### src/rtl/sar_acq_pkg.sv
package sar_acq_pkg;
    localparam int RES_W          = 14;
    localparam int CNT_W          = 16;
    localparam int EDGE_W         = 6;
    localparam int EDGES_PLAIN    = 15;
    localparam int EDGES_READBACK = 29;

    typedef enum logic [1:0] {PH_GAP, PH_CNV, PH_CONV, PH_XFER} phase_e;

    typedef struct packed {
        logic [RES_W-1:0] data;
        logic [RES_W-1:0] cfg;
    } sample_t;

    function automatic logic [CNT_W-1:0] pick_count(input logic [CNT_W-1:0] req,
                                                    input logic [CNT_W-1:0] dflt);
        return (req == '0) ? dflt : req;
    endfunction

    function automatic logic [EDGE_W-1:0] edge_total(input logic readback);
        return readback ? EDGE_W'(EDGES_READBACK) : EDGE_W'(EDGES_PLAIN);
    endfunction
endpackage

### src/rtl/sar_spi_m3.sv
module sar_spi_m3 #(
    parameter int DW     = 14,
    parameter int HALF   = 2,
    parameter int EDGE_W = 6
) (
    input  logic              clk,
    input  logic              rst,
    input  logic              start,
    input  logic [DW-1:0]     tx_word,
    input  logic [EDGE_W-1:0] n_edges,
    input  logic              sdo,
    output logic              sck,
    output logic              din,
    output logic [DW-1:0]     rx_word,
    output logic              done
);
    localparam int DIV_W = (HALF > 1) ? $clog2(HALF) : 1;

    logic              active;
    logic [DIV_W-1:0]  div;
    logic [EDGE_W-1:0] falls;
    logic [DW-1:0]     tx_sh;

    always_ff @(posedge clk) begin
        if (rst) begin
            active  <= 1'b0;
            div     <= '0;
            falls   <= '0;
            tx_sh   <= '0;
            rx_word <= '0;
            sck     <= 1'b1;
            din     <= 1'b0;
            done    <= 1'b0;
        end else begin
            done <= 1'b0;
            if (start) begin
                active <= 1'b1;
                div    <= '0;
                falls  <= '0;
                tx_sh  <= tx_word;
                din    <= 1'b0;
                sck    <= 1'b1;
            end else if (active) begin
                if (div == DIV_W'(HALF - 1)) begin
                    div <= '0;
                    if (sck) begin
                        sck   <= 1'b0;
                        din   <= tx_sh[DW-1];
                        tx_sh <= {tx_sh[DW-2:0], 1'b0};
                        falls <= falls + 1'b1;
                    end else begin
                        sck <= 1'b1;
                        if (falls <= EDGE_W'(DW))
                            rx_word <= {rx_word[DW-2:0], sdo};
                        if (falls == n_edges) begin
                            active <= 1'b0;
                            done   <= 1'b1;
                        end
                    end
                end else begin
                    div <= div + 1'b1;
                end
            end
        end
    end
endmodule

### src/rtl/sar_cfg_lag.sv
module sar_cfg_lag #(
    parameter int W     = 14,
    parameter int DEPTH = 2
) (
    input  logic         clk,
    input  logic         rst,
    input  logic         push,
    input  logic [W-1:0] din,
    output logic [W-1:0] dout
);
    logic [W-1:0] stage [DEPTH];

    always_ff @(posedge clk) begin
        if (rst)       stage[0] <= '0;
        else if (push) stage[0] <= din;
    end

    for (genvar i = 1; i < DEPTH; i++) begin : g_stage
        always_ff @(posedge clk) begin
            if (rst)       stage[i] <= '0;
            else if (push) stage[i] <= stage[i-1];
        end
    end

    assign dout = stage[DEPTH-1];
endmodule

### src/rtl/sar_acq_seq.sv
module sar_acq_seq
    import sar_acq_pkg::*;
#(
    parameter int DW         = RES_W,
    parameter int CNV_CLKS   = 4,
    parameter int SCK_HALF   = 2,
    parameter int DISCARD    = 3,
    parameter int CFG_LAG    = 2,
    parameter int DEF_PERIOD = 500,
    parameter int DEF_CONV   = 290
) (
    input  logic             clk,
    input  logic             rst,
    input  logic [CNT_W-1:0] cycle_period,
    input  logic [CNT_W-1:0] conv_wait,
    input  logic             busy_mode,
    input  logic             readback_en,
    input  logic [DW-1:0]    cfg_word,
    input  logic             sdo,
    output logic             cnv,
    output logic             sck,
    output logic             din,
    output logic [DW-1:0]    sample_data,
    output logic [DW-1:0]    sample_cfg,
    output logic             sample_valid
);
    localparam int DISC_W = $clog2(DISCARD + 1);
    localparam int CW1    = CNT_W + 1;

    phase_e            st;
    logic [CNT_W-1:0]  phase_cnt, per_l, conv_l;
    logic              busy_l, rb_l, sdo_q, sdo_qq;
    logic [DW-1:0]     cfg_l, rx_word, tag_word;
    logic [DISC_W-1:0] disc_cnt;
    logic              spi_done, spi_start, period_up, conv_up, xfer_act;
    sample_t           smp;

    assign period_up = ({1'b0, phase_cnt} + CW1'(1)) >= {1'b0, per_l};
    assign conv_up   = busy_l ? (sdo_qq & ~sdo_q)
                              : (({1'b0, phase_cnt} + CW1'(1)) >= {1'b0, conv_l});
    assign spi_start = (st == PH_CONV) && conv_up;
    assign xfer_act  = (st == PH_XFER);
    assign cnv       = (st == PH_CNV);

    always_ff @(posedge clk) begin
        if (rst) begin
            st        <= PH_GAP;
            phase_cnt <= '0;
            per_l     <= '0;
            conv_l    <= '0;
            busy_l    <= 1'b0;
            rb_l      <= 1'b0;
            cfg_l     <= '0;
            sdo_q     <= 1'b0;
            sdo_qq    <= 1'b0;
        end else begin
            sdo_q  <= sdo;
            sdo_qq <= sdo_q;
            if (phase_cnt != '1) phase_cnt <= phase_cnt + 1'b1;
            case (st)
                PH_GAP: if (period_up) begin
                    st        <= PH_CNV;
                    phase_cnt <= '0;
                    per_l     <= pick_count(cycle_period, CNT_W'(DEF_PERIOD));
                    conv_l    <= pick_count(conv_wait, CNT_W'(DEF_CONV));
                    busy_l    <= busy_mode;
                    rb_l      <= readback_en;
                    cfg_l     <= cfg_word;
                end
                PH_CNV:  if (phase_cnt == CNT_W'(CNV_CLKS - 1)) st <= PH_CONV;
                PH_CONV: if (conv_up) st <= PH_XFER;
                PH_XFER: if (spi_done) st <= PH_GAP;
                default: st <= PH_GAP;
            endcase
        end
    end

    always_ff @(posedge clk) begin
        if (rst) begin
            disc_cnt     <= '0;
            sample_valid <= 1'b0;
            smp          <= '0;
        end else begin
            sample_valid <= 1'b0;
            if (spi_done) begin
                if (disc_cnt == DISC_W'(DISCARD)) begin
                    sample_valid <= 1'b1;
                    smp.data     <= rx_word;
                    smp.cfg      <= tag_word;
                end else begin
                    disc_cnt <= disc_cnt + 1'b1;
                end
            end
        end
    end

    assign sample_data = smp.data;
    assign sample_cfg  = smp.cfg;

    sar_spi_m3 #(.DW(DW), .HALF(SCK_HALF), .EDGE_W(EDGE_W)) u_spi (
        .clk(clk), .rst(rst), .start(spi_start), .tx_word(cfg_l),
        .n_edges(edge_total(rb_l)), .sdo(sdo), .sck(sck), .din(din),
        .rx_word(rx_word), .done(spi_done)
    );

    sar_cfg_lag #(.W(DW), .DEPTH(CFG_LAG)) u_lag (
        .clk(clk), .rst(rst), .push(spi_done), .din(cfg_l), .dout(tag_word)
    );
endmodule

### config.mk
export PLATFORM = sky130hd
export DESIGN_NAME = sar_acq_seq
export DESIGN_NICKNAME = d
export VERILOG_FILES = /design/src/rtl/sar_acq_pkg.sv /design/src/rtl/sar_spi_m3.sv /design/src/rtl/sar_cfg_lag.sv /design/src/rtl/sar_acq_seq.sv
export SDC_FILE = /design/constraint.sdc
export NUM_CORES = 1
export LEC_CHECK = 0
export BUFFER_PORTS_ARGS = -buffer_cell sky130_fd_sc_hd__buf_2
export CELL_PAD_IN_SITES_DETAIL_PLACEMENT = 1
export CELL_PAD_IN_SITES_GLOBAL_PLACEMENT = 1
export CORE_MARGIN = 5
export CORE_UTILIZATION = 48
export CTS_CLUSTER_SIZE = 14
export DETAILED_ROUTE_END_ITERATION = 7
export HOLD_SLACK_MARGIN = 0.12
export PLACE_DENSITY_LB_ADDON = 0.1
export SYNTH_ARGS = -nofsm -noshare
export SYNTH_HDL_FRONTEND = slang
export SYNTH_SLANG_ARGS = --single-unit
### constraint.sdc
create_clock -name clk -period 8.06 [get_ports clk]
set_clock_uncertainty 0.2 [all_clocks]
set_input_delay 0.403 -clock clk [delete_from_list [all_inputs] [get_ports clk]]
set_output_delay 0.403 -clock clk [all_outputs]
set_load 0.05 [all_outputs]
=== Word level (Yosys, flattened, before mapping) ===
Memory sizes are Yosys's and may differ from the RTL's. A register that Yosys moved wholly into a read port is not among the register bits.
Cells that the tools add are included.

* Flip-flop bits (word level): 124
* Latch bits: 0
* Memory bits (writable): 28
* Bits in read-only memories: 0
* Input port bits: 51
* Output and inout bits: 32
* Memories kept: 1

* $add $sub $neg: 5
* $mul: 0
* Divide/modulo/power cells: 0
* Magnitude comparators: 3
* Equality and inequality tests: 11
* Shift-type cells: 0
* Mux-type cells: 32
* Bitwise gates (word level): 10
* Reduce and logical (&&, ||, !) cells: 18

{| class="wikitable"
|+ Memory list
! name !! words !! width !! rd ports !! clocked after Yosys merged registers in !! write ports !! line !! RTL
|-
| u_lag.stage || 2 || 14 || 2 || 1 || 2 || sar_cfg_lag.sv:11 || <nowiki>logic [W-1:0] stage [DEPTH];</nowiki>
|}

{| class="wikitable"
|+ Operator list
! kind !! count
|-
| $mux W14 || 6
|-
| $mux W16 || 5
|-
| $ge A17 B16 Y1 || 2
|-
| $logic_not A16 Y1 || 2
|-
| $add A16 B1 Y17 const B || 1
|-
| $add A16 B1 Y16 const B || 1
|-
| $eq A16 B2 Y1 const B || 1
|-
| $ne A16 B16 Y1 const B || 1
|-
| $mux W1 || 15
|-
| $mux W2 || 4
|-
| $pmux W2 S4 || 1
|-
| $reduce_and A2 Y1 || 4
|-
| $not A1 Y1 || 7
|-
| $add A6 B1 Y6 const B || 1
|-
| $eq A2 B2 Y1 const B || 3
|-
| $eq A6 B5 Y1 || 1
|-
| $le A6 B4 Y1 const B || 1
|-
| $reduce_and A3 Y1 || 2
|-
| $reduce_bool A2 Y1 || 3
|-
| $mux W5 || 1
|-
| $reduce_and A5 Y1 || 1
|-
| $reduce_or A5 Y1 || 1
|-
| $ne A2 B1 Y1 const B || 2
|-
| $ne A2 B2 Y1 const B || 2
|-
| other kinds (9) || 11
|}

=== Depth between registers and ports, before layout ===
Gate-level depths: netlist of run 1.

* Depth after elaboration: 7
* Gate-level depth with buffers: 17
* Depth with buffers taken out: 14

=== Modules after synthesis ===
From an unflattened synthesis of run 1, not the netlist that was laid out.

* Cells, all modules: 791
* Area, all modules: 7586.0 sq um

{| class="wikitable"
|+ Modules (own cells, without submodules)
! module !! times used !! cells an instance !! area each (sq um) !! seq. area each (sq um)
|-
| sar_acq_seq || 1 || 539 || 4727.0 || 1981.9
|-
| sar_spi_m3 || 1 || 189 || 1715.4 || 780.7
|-
| sar_cfg_lag || 1 || 63 || 1143.6 || 840.8
|}

=== Worst setup path before layout of run 1 ===
Ideal clock, no wire load.

* Kind: register to register
* Start: reg phase_cnt[0]
* End: reg u_spi.rx_word[10]
* Arrival: 3.329 ns
* Required time: 7.788 ns
* Setup slack: 4.459 ns
* Stages on the path, launching flop included: 17
* Path buffers: 2
* Cell sequence: dfxtp_1 > ha_1 > nand2_1 > nor2_1 > and3_1 > and3_1 > xor2_1 > ha_1 > a211oi_1 > o21ai_0 > o211ai_1 > a31oi_1 > o211ai_1 > and3_1 > clkbuf_1 > buf_2 > mux2i_1

* Word-level cells in the longest chain between the ends: 6

{| class="wikitable"
|+ RTL lines
! item !! line !! RTL
|-
| from (decl) || sar_acq_seq.sv:31 || <nowiki>logic [CNT_W-1:0] phase_cnt, per_l, conv_l;</nowiki>
|-
| from (signal assigned) || sar_acq_seq.sv:59 || <nowiki>if (phase_cnt != '1) phase_cnt <= phase_cnt + 1'b1;</nowiki>
|-
| $add A16 B1 Y17 || sar_acq_seq.sv:40 || <nowiki>: (({1'b0, phase_cnt} + CW1'(1)) >= {1'b0, conv_l});</nowiki>
|-
| $ge A17 B16 Y1 || sar_acq_seq.sv:40 ||
|-
| $mux W1 || sar_acq_seq.sv:39 || <nowiki>assign conv_up = busy_l ? (sdo_qq & ~sdo_q)</nowiki>
|-
| $logic_and A1 B1 Y1 || sar_acq_seq.sv:41 || <nowiki>assign spi_start = (st == PH_CONV) && conv_up;</nowiki>
|-
| $not A1 Y1 (no line) || -- ||
|-
| $reduce_and A5 Y1 (no line) || -- ||
|-
| to (signal assigned) || sar_spi_m3.sv:54 || <nowiki>rx_word <= {rx_word[DW-2:0], sdo};</nowiki>
|-
| to (decl) || sar_spi_m3.sv:14 || <nowiki>output logic [DW-1:0] rx_word,</nowiki>
|}

Every way passes these cells.
A chain may end at the register's enable or synchronous reset.

=== Final worst setup path of run 1 ===
* Start: reg phase_cnt[0]
* End: reg cfg_l[9]

* Word-level cells in the longest chain between the ends: 3

{| class="wikitable"
|+ RTL lines
! item !! line !! RTL
|-
| $add A16 B1 Y17 || sar_acq_seq.sv:38 || <nowiki>assign period_up = ({1'b0, phase_cnt} + CW1'(1)) >= {1'b0, per_l};</nowiki>
|-
| $ge A17 B16 Y1 || sar_acq_seq.sv:38 ||
|-
| $reduce_and A2 Y1 (no line) || -- ||
|-
| to (signal assigned) || sar_acq_seq.sv:68 || <nowiki>cfg_l <= cfg_word;</nowiki>
|-
| to (decl) || sar_acq_seq.sv:33 || <nowiki>logic [DW-1:0] cfg_l, rx_word, tag_word;</nowiki>
|}

Every way passes these cells.

==> results.md, run 1 <==
* Post-Synth Simple-Gate Area at 19.0%
* Row Count at 45
* Port Buffer Count at 82
* WP buf/inv at 1
* RSZ-0062 raised after global routing: no
* Min Hold Slack at 0.125 ns
* Setup Fix Bufs, Post-CTS at 0
* EDFF count, synth at 28
* Critical path arrival at 5.03 ns
* Worst Path Required at 8.13 ns
* Post-synth cell types at 48
* Syn Inst Count at 783
* Max-slew violation count at 0
* Worst skew pair latency at 0.43 ns
* Cell Pwr Density at 317 nW/um2
* CP top delay family: simple AND/OR/NAND/NOR gates
* WL/cell at 17.8 um
* Post-synthesis instance area at 7340 um2
* DRT antenna net count at 0
* Global route overflow at 0
* Seq cells post-synth at 166
* Synth Flop Type: dfxtp_1
* Fmax at 202 MHz
* Clk root buf: clkbuf_16
* Clock Path Buffers at 2
* Share of the synthesized area in the top cell type at 37.6%
* Top post-synthesis cells by area: dfxtp_1 (38%), edfxtp_1 (11%), mux2i_1 (7.6%)
* Num ports at 83
* Status: finished, final reports clean
* RR Startpoint: phase_cnt[0]
* Setup TNS at 0 ns
* Worst Hold Class: primary input to flip-flop
* Global Route Usage Sum at 22.6%
* Pleak at 3.55 nW
* Synth Area in Compound Gates at 9.56%
* Filler cells at 1725
* Cell taking the most area after synthesis: dfxtp_1
* Fraction of layout cells with a size suffix above 1 at 14.3%
* Total routed wirelength at 19.6 mm
* Post-synthesis sequential area ratio at 49.1%
* CTS Buf Count at 17
* Worst Hold Endpoint: cfg_l[9]
* DRC at 0
* Synth Area in XOR/XNOR at 2.62%
* Setup crit end kind: flip-flop
* Max Cap Viol at 0
* Adder-cell share of the synthesized area at 6.99%
* Ys Warns at 0
* Worst Reg-to-Reg Cells at 15
* Mapped Avg Cell Area at 9.38 um2
* Clk sinks at 166
* Commonest non-fill, non-tap cell in the layout: dfxtp_1
* # setup viols final at 0
* Final Cycle Share at 61.6%
* Cell chain of the critical path: ha_1, nand2_1, nor2_1, and3_1, and3_1, xor2_1, ha_1, a211oi_1, o21ai_0, o211ai_1, and4b_1, nor2_4, buf_4, mux2i_1, nor2_1
* Startpoint Class: flip-flop
* Worst Path Max Fanout at 37
* CP peak stage delay at 0.85 ns
* Final hold vios at 0
* Crit path time final at 4.96 ns
* Mux share of post-synthesis cell area at 7.63%
* Worst-Margin Slew at 1.04 ns
* Die W at 134 um
* CTS tree: yes
* Async set-or-reset flop fraction in the synthesized netlist at 0%
* Worst Setup Slack, final at 3.10 ns
* Slowest-stage cell, CP: nor2_4
* Post_cts resized at 0
* Placeable core region at 15100 um2
* Pre-CTS setup slack at 3.24 ns
* Fin nets at 987
* Die area at 17900 um2
* Worst slew margin at 30.2%
* R2R setup slack at 3.10 ns
* Largest family of logic cells by synthesized area: simple AND/OR/NAND/NOR gates
* Starting Density at 48.7%
* Hold path start: cfg_word[9]
* Total Power at 2.82 mW
* Detailed Routing Iterations Pass 1 at 4
* Final GP Congestion at 0.890
* Reg2reg end: cfg_l[9]
* Number of global-route vias before repair at 6375
* Max IR drop VDD at 0.193 mV
* Synthesized net count at 875
* Initial antenna violation count at 1
* Global-route wire length before repair at 32.5 mm
* Final core occ at 58.9%
* DR vias at 5926
* Worst hold stages at 3
* Largest net degree at the start of global routing at 71
* H-tree depth at 4
* Commonest non-fill, non-tap cells in the layout: dfxtp_1 (138), nand2_1 (120), nor2_1 (91)
* Hpwl dp at 13.4 mm
* Die Y at 134 um
* WS Path Type: flip-flop to flip-flop
* Reg clk slew, reported paths at 0.07 ns
* DRT iter0 DRCs at 300
* Area grow syn2layout at 21.1%
* Via-per-instance ratio at 5.40
## metrics by stage
stage,area [um2],std cells
after global placement,7840,1016
after detailed placement,7840,1016
after floorplan,7340,783
after global routing,8890,1097
final,8890,1097
after CTS,8890,1096
## worst max path at each step
stage            startpoint           endpoint  slack, ns  cells past startpoint
3_5_place_dp   phase_cnt[0]           cfg_l[6]       3.24                     15
6_report       phase_cnt[0]           cfg_l[9]       3.10                     15
2_1_floorplan  phase_cnt[0]  u_spi.rx_word[10]       4.46                     16
5_1_grt        phase_cnt[0]           cfg_l[7]       2.81                     15
3_3_place_gp   phase_cnt[2]           cfg_l[4]       3.54                     15
4_1_cts        phase_cnt[0]           cfg_l[9]       3.13                     15
## cell type report
cell class	instances	area (um2)	share of cell area, %
clock inverter	12	88.8	0.999
multi-input combinational	527	3370	37.9
tap	188	235	2.64
sequential	166	3600	40.5
timing repair buffer	135	931	10.5
inverter	48	180	2.03
clock buffer	20	478	5.37
antenna	1	2.50	0.0281
## sequential cells by signal (all words and copies together) (netlist names), 2 cells and up
signal	flops
per_l	16
u_spi.falls	6
sample_data	14
disc_cnt	2
sample_cfg	14
conv_l	16
u_spi.rx_word	14
st	2
phase_cnt	16
cfg_l	14
u_spi.tx_sh	14
u_lag.stage	28
## cells in the mapped netlist (4+ instances only)
cell        n
a21oi_1    36
o211ai_1    5
o21ai_0    12
buf_2       4
xor2_1      9
nor3_1     10
and2_1     30
ha_1       41
nand3_1    10
inv_1      47
o221a_2     6
dfxtp_1   138
nor4_1     12
a211oi_1    6
and3_1      7
clkbuf_1   29
xnor2_1    13
mux2i_1    56
nand2_1   120
a311oi_1   22
nand4_1    12
nor2_1     92
edfxtp_1   28
buf_4       4
## worst register-to-register path, delay by kind of cell, from the launching register on
kind,cells,cell delay (ns)
flops,1,0.45
mux,1,0.33
fa+ha+maj,2,0.49
simple gates,7,2.03
compound gates,3,0.45
xor+xnor,1,0.30
buf+inv,1,0.57
## cells by family after synthesis
group	count (synthesis)
adder cells (fa/ha/maj)	41
AO/OA/AOI/OAI	101
buffers and inverters	90
multiplexers	56
AND/OR/NAND/NOR	307
flip-flops	166
XOR/XNOR	22
## where the power goes
part	switching [mW]	internal, mW
registers	0.0962	0.975
clock network	0.346	0.432
logic	0.572	0.399
## routing by layer
metal  vias up  wire [um]  global-route usage, %
met4         0        531                   9.43
met3        40        726                   3.85
met2       137       9490                   37.6
met5         -          0                      0
li1       2915          -                      -
met1      2834       8810                   29.2
## timing repair
item	4_1_cts	5_1_grt
setup endpoints to repair	0	0
hold buffers	48	0
hold endpoints to repair	49	0
No activity file was read; power rests on OpenSTA's default activity.
==> run 2, diff against run 1 <==
- CORE_UTILIZATION: 48 -> 45
- clock period: 8.06 -> 4.8 ns (I/O delays scaled with it)
==> results.md, run 2 (synthesis gave the netlist of run 1 again) <==
* Status: finished, final reports clean
* Worst Hold Class: flip-flop to flip-flop
* Pleak at 3.67 nW (+3.2%)
* WS Path Type: flip-flop to flip-flop
* CTS tree: yes
* DRT antenna net count at 0 (unchanged)
* Max reg flops at 28 (unchanged)
* H-tree depth at 4 (unchanged)
* Pre-CTS setup slack at 0.520 ns (-2.72 ns)
* Commonest non-fill, non-tap cell in the layout: dfxtp_1
* Ant diodes at 0 (-1)
* Die area at 19000 um2 (+6.2%)
* Final GP Congestion at 0.822 (-7.6%)
* Min Hold Slack at 0.251 ns (+0.126 ns)
* Fin area at 9120 um2 (+2.6%)
* Max Cap Viol at 0 (unchanged)
* Filler cells at 1816 (+5.3%)
* Global-route wire length before repair at 32.7 mm (+0.64%)
* Clk sinks at 166 (unchanged)
* Startpoint Class: flip-flop
* Worst-Margin Slew at 1.22 ns (+0.176 ns)
* Area grow syn2layout at 24.2%
* Worst Path Required at 4.97 ns (-3.16 ns)
* Fraction of layout cells with a size suffix above 1 at 14.9% (+0.56 points)
* Clk root buf: clkbuf_16
* RSZ-0062 raised after global routing: yes
* Detailed Routing Iterations Pass 1 at 5 (+1)
* Final Cycle Share at 94.5% (+33 points)
* Post-DP Area at 7890 um2 (+0.64%)
* Max-slew violation count at 0 (unchanged)
* Worst slew margin at 18.4% (-12 points)
* Starting Density at 46.1% (-2.6 points)
* Global Route Usage Sum at 22.0% (-0.61 points)
* # setup viols final at 0 (unchanged)
* Clock Path Buffers at 2 (unchanged)
* Worst Path Max Fanout at 30 (-19%)
* Die Y at 138 um (+3.0%)
* Setup crit end kind: flip-flop
* Critical path arrival at 4.71 ns (-0.32 ns)
* Number of global-route vias before repair at 6310 (-1.0%)
* Cell Pwr Density at 547 nW/um2 (+73%)
* Placeable core region at 15900 um2 (+5.7%)
* Top reg by flops: u_lag.stage
* CTS Buf Count at 17 (unchanged)
* WL/cell at 17.5 um (-1.8%)
* DR vias at 5998 (+1.2%)
* Commonest non-fill, non-tap cells in the layout: dfxtp_1 (138), nand2_1 (120), nor2_1 (90)
* Worst Setup Slack, final at 0.262 ns (-2.84 ns)
* Final hold vios at 0 (unchanged)
* Crit path time final at 4.54 ns (-0.423 ns)
* DRT iter0 DRCs at 186 (-38%)
* Fmax at 220 MHz (+9.3%)
* Die W at 138 um (+3.0%)
* Largest net degree at the start of global routing at 76 (+7.0%)
* DRC at 0 (unchanged)
* Fin nets at 1000 (+1.3%)
* Hpwl dp at 13.2 mm (-0.98%)
* Via-per-instance ratio at 5.28 (-2.3%)
* Global route overflow at 0 (unchanged)
* Total routed wirelength at 19.9 mm (+1.8%)
* Reg clk slew, reported paths at 0.06 ns (about the same)
* Port Buffer Count at 82 (unchanged)
* Num ports at 83 (unchanged)
* Worst skew pair latency at 0.43 ns (about the same)
* Final core occ at 57.2% (-1.7 points)
* Max IR drop VDD at 0.458 mV (+140%)
* Row Count at 46 (+2.2%)
* Initial antenna violation count at 0 (-1)
[run 2: cell count changes in the layout (fill, tap and decap cells not counted), sizes merged]
cell / delta
dlygate4sd3: +10
buf: +3
bufinv: +2
clkinvlp: -2
inv: +2
clkbuf: -1
clkinv: -1
diode: -1
[run 2: final cells by class]
cell class,count,area [um2],share of cell area (%)
clock buffers,19,464,5.09
repair buffers,148,1050,11.5
clock inverters,13,159,1.74
flip-flops and latches,166,3600,39.5
multi-input cells,527,3390,37.2
inverters,48,180,1.98
well taps,216,270,2.96
[run 2: report_power, final]
part	leakage, nW	switching, mW	internal, mW
sequential	1.38	0.168	1.64
combinational	1.98	1.00	0.753
clock	0.305	0.606	0.827
total	3.67	1.77	3.22
[run 2: worst max-delay path, stage by stage (launching register included)]
cell           delay [ns]
dfxtp_1              0.43
nand3_2              0.15
nor2_1               0.19
and2_1               0.20
nand4_1              0.18
nand2b_1             0.23
xnor2_2              0.25
ha_1                 0.33
and3_1               0.18
a311o_1              0.34
o211ai_1             0.15
and4b_2              0.34
nor2_4               0.06
buf_4                0.30
a311oi_1             0.35
dlygate4sd3_1        0.59
[run 2: through the flow]
stage	power (mW)	std cells	setup TNS (ns)
after global routing	5.29	1137	-0.104
after CTS	4.93	1136	0
final	4.99	1137	0
after floorplan	3.07	783	0
after global placement	3.31	1046	0
after detailed placement	3.40	1046	0
[run 2: path summary, 6_finish.rpt]
kind,start,to,slack [ns],depth (start not counted)
max,phase_cnt[2],conv_l[5],0.26,15
min,sample_data[6],sample_data[6],0.25,2
max reg2reg,phase_cnt[2],conv_l[5],0.26,15
min reg2reg,sample_data[6],sample_data[6],0.25,2
[run 2: what timing repair did]
action | 4_1_cts | 5_1_grt
endpoints found under the hold margin | 79 | 0
setup buffers | 0 | 1
hold buffers | 58 | 0
endpoints found under the setup margin | 0 | 8
resized for setup | 0 | 4
[run 2: metal layers]
metal  vias to the layer above  part of all wire [%]  GRT usage (%)
li1                       2948                     -              -
met1                      2910                    46           28.6
met2                       116                    49           37.5
met3                        24                   3.3           3.43
met4                         0                   1.7           7.24
met5                         -                     0              0
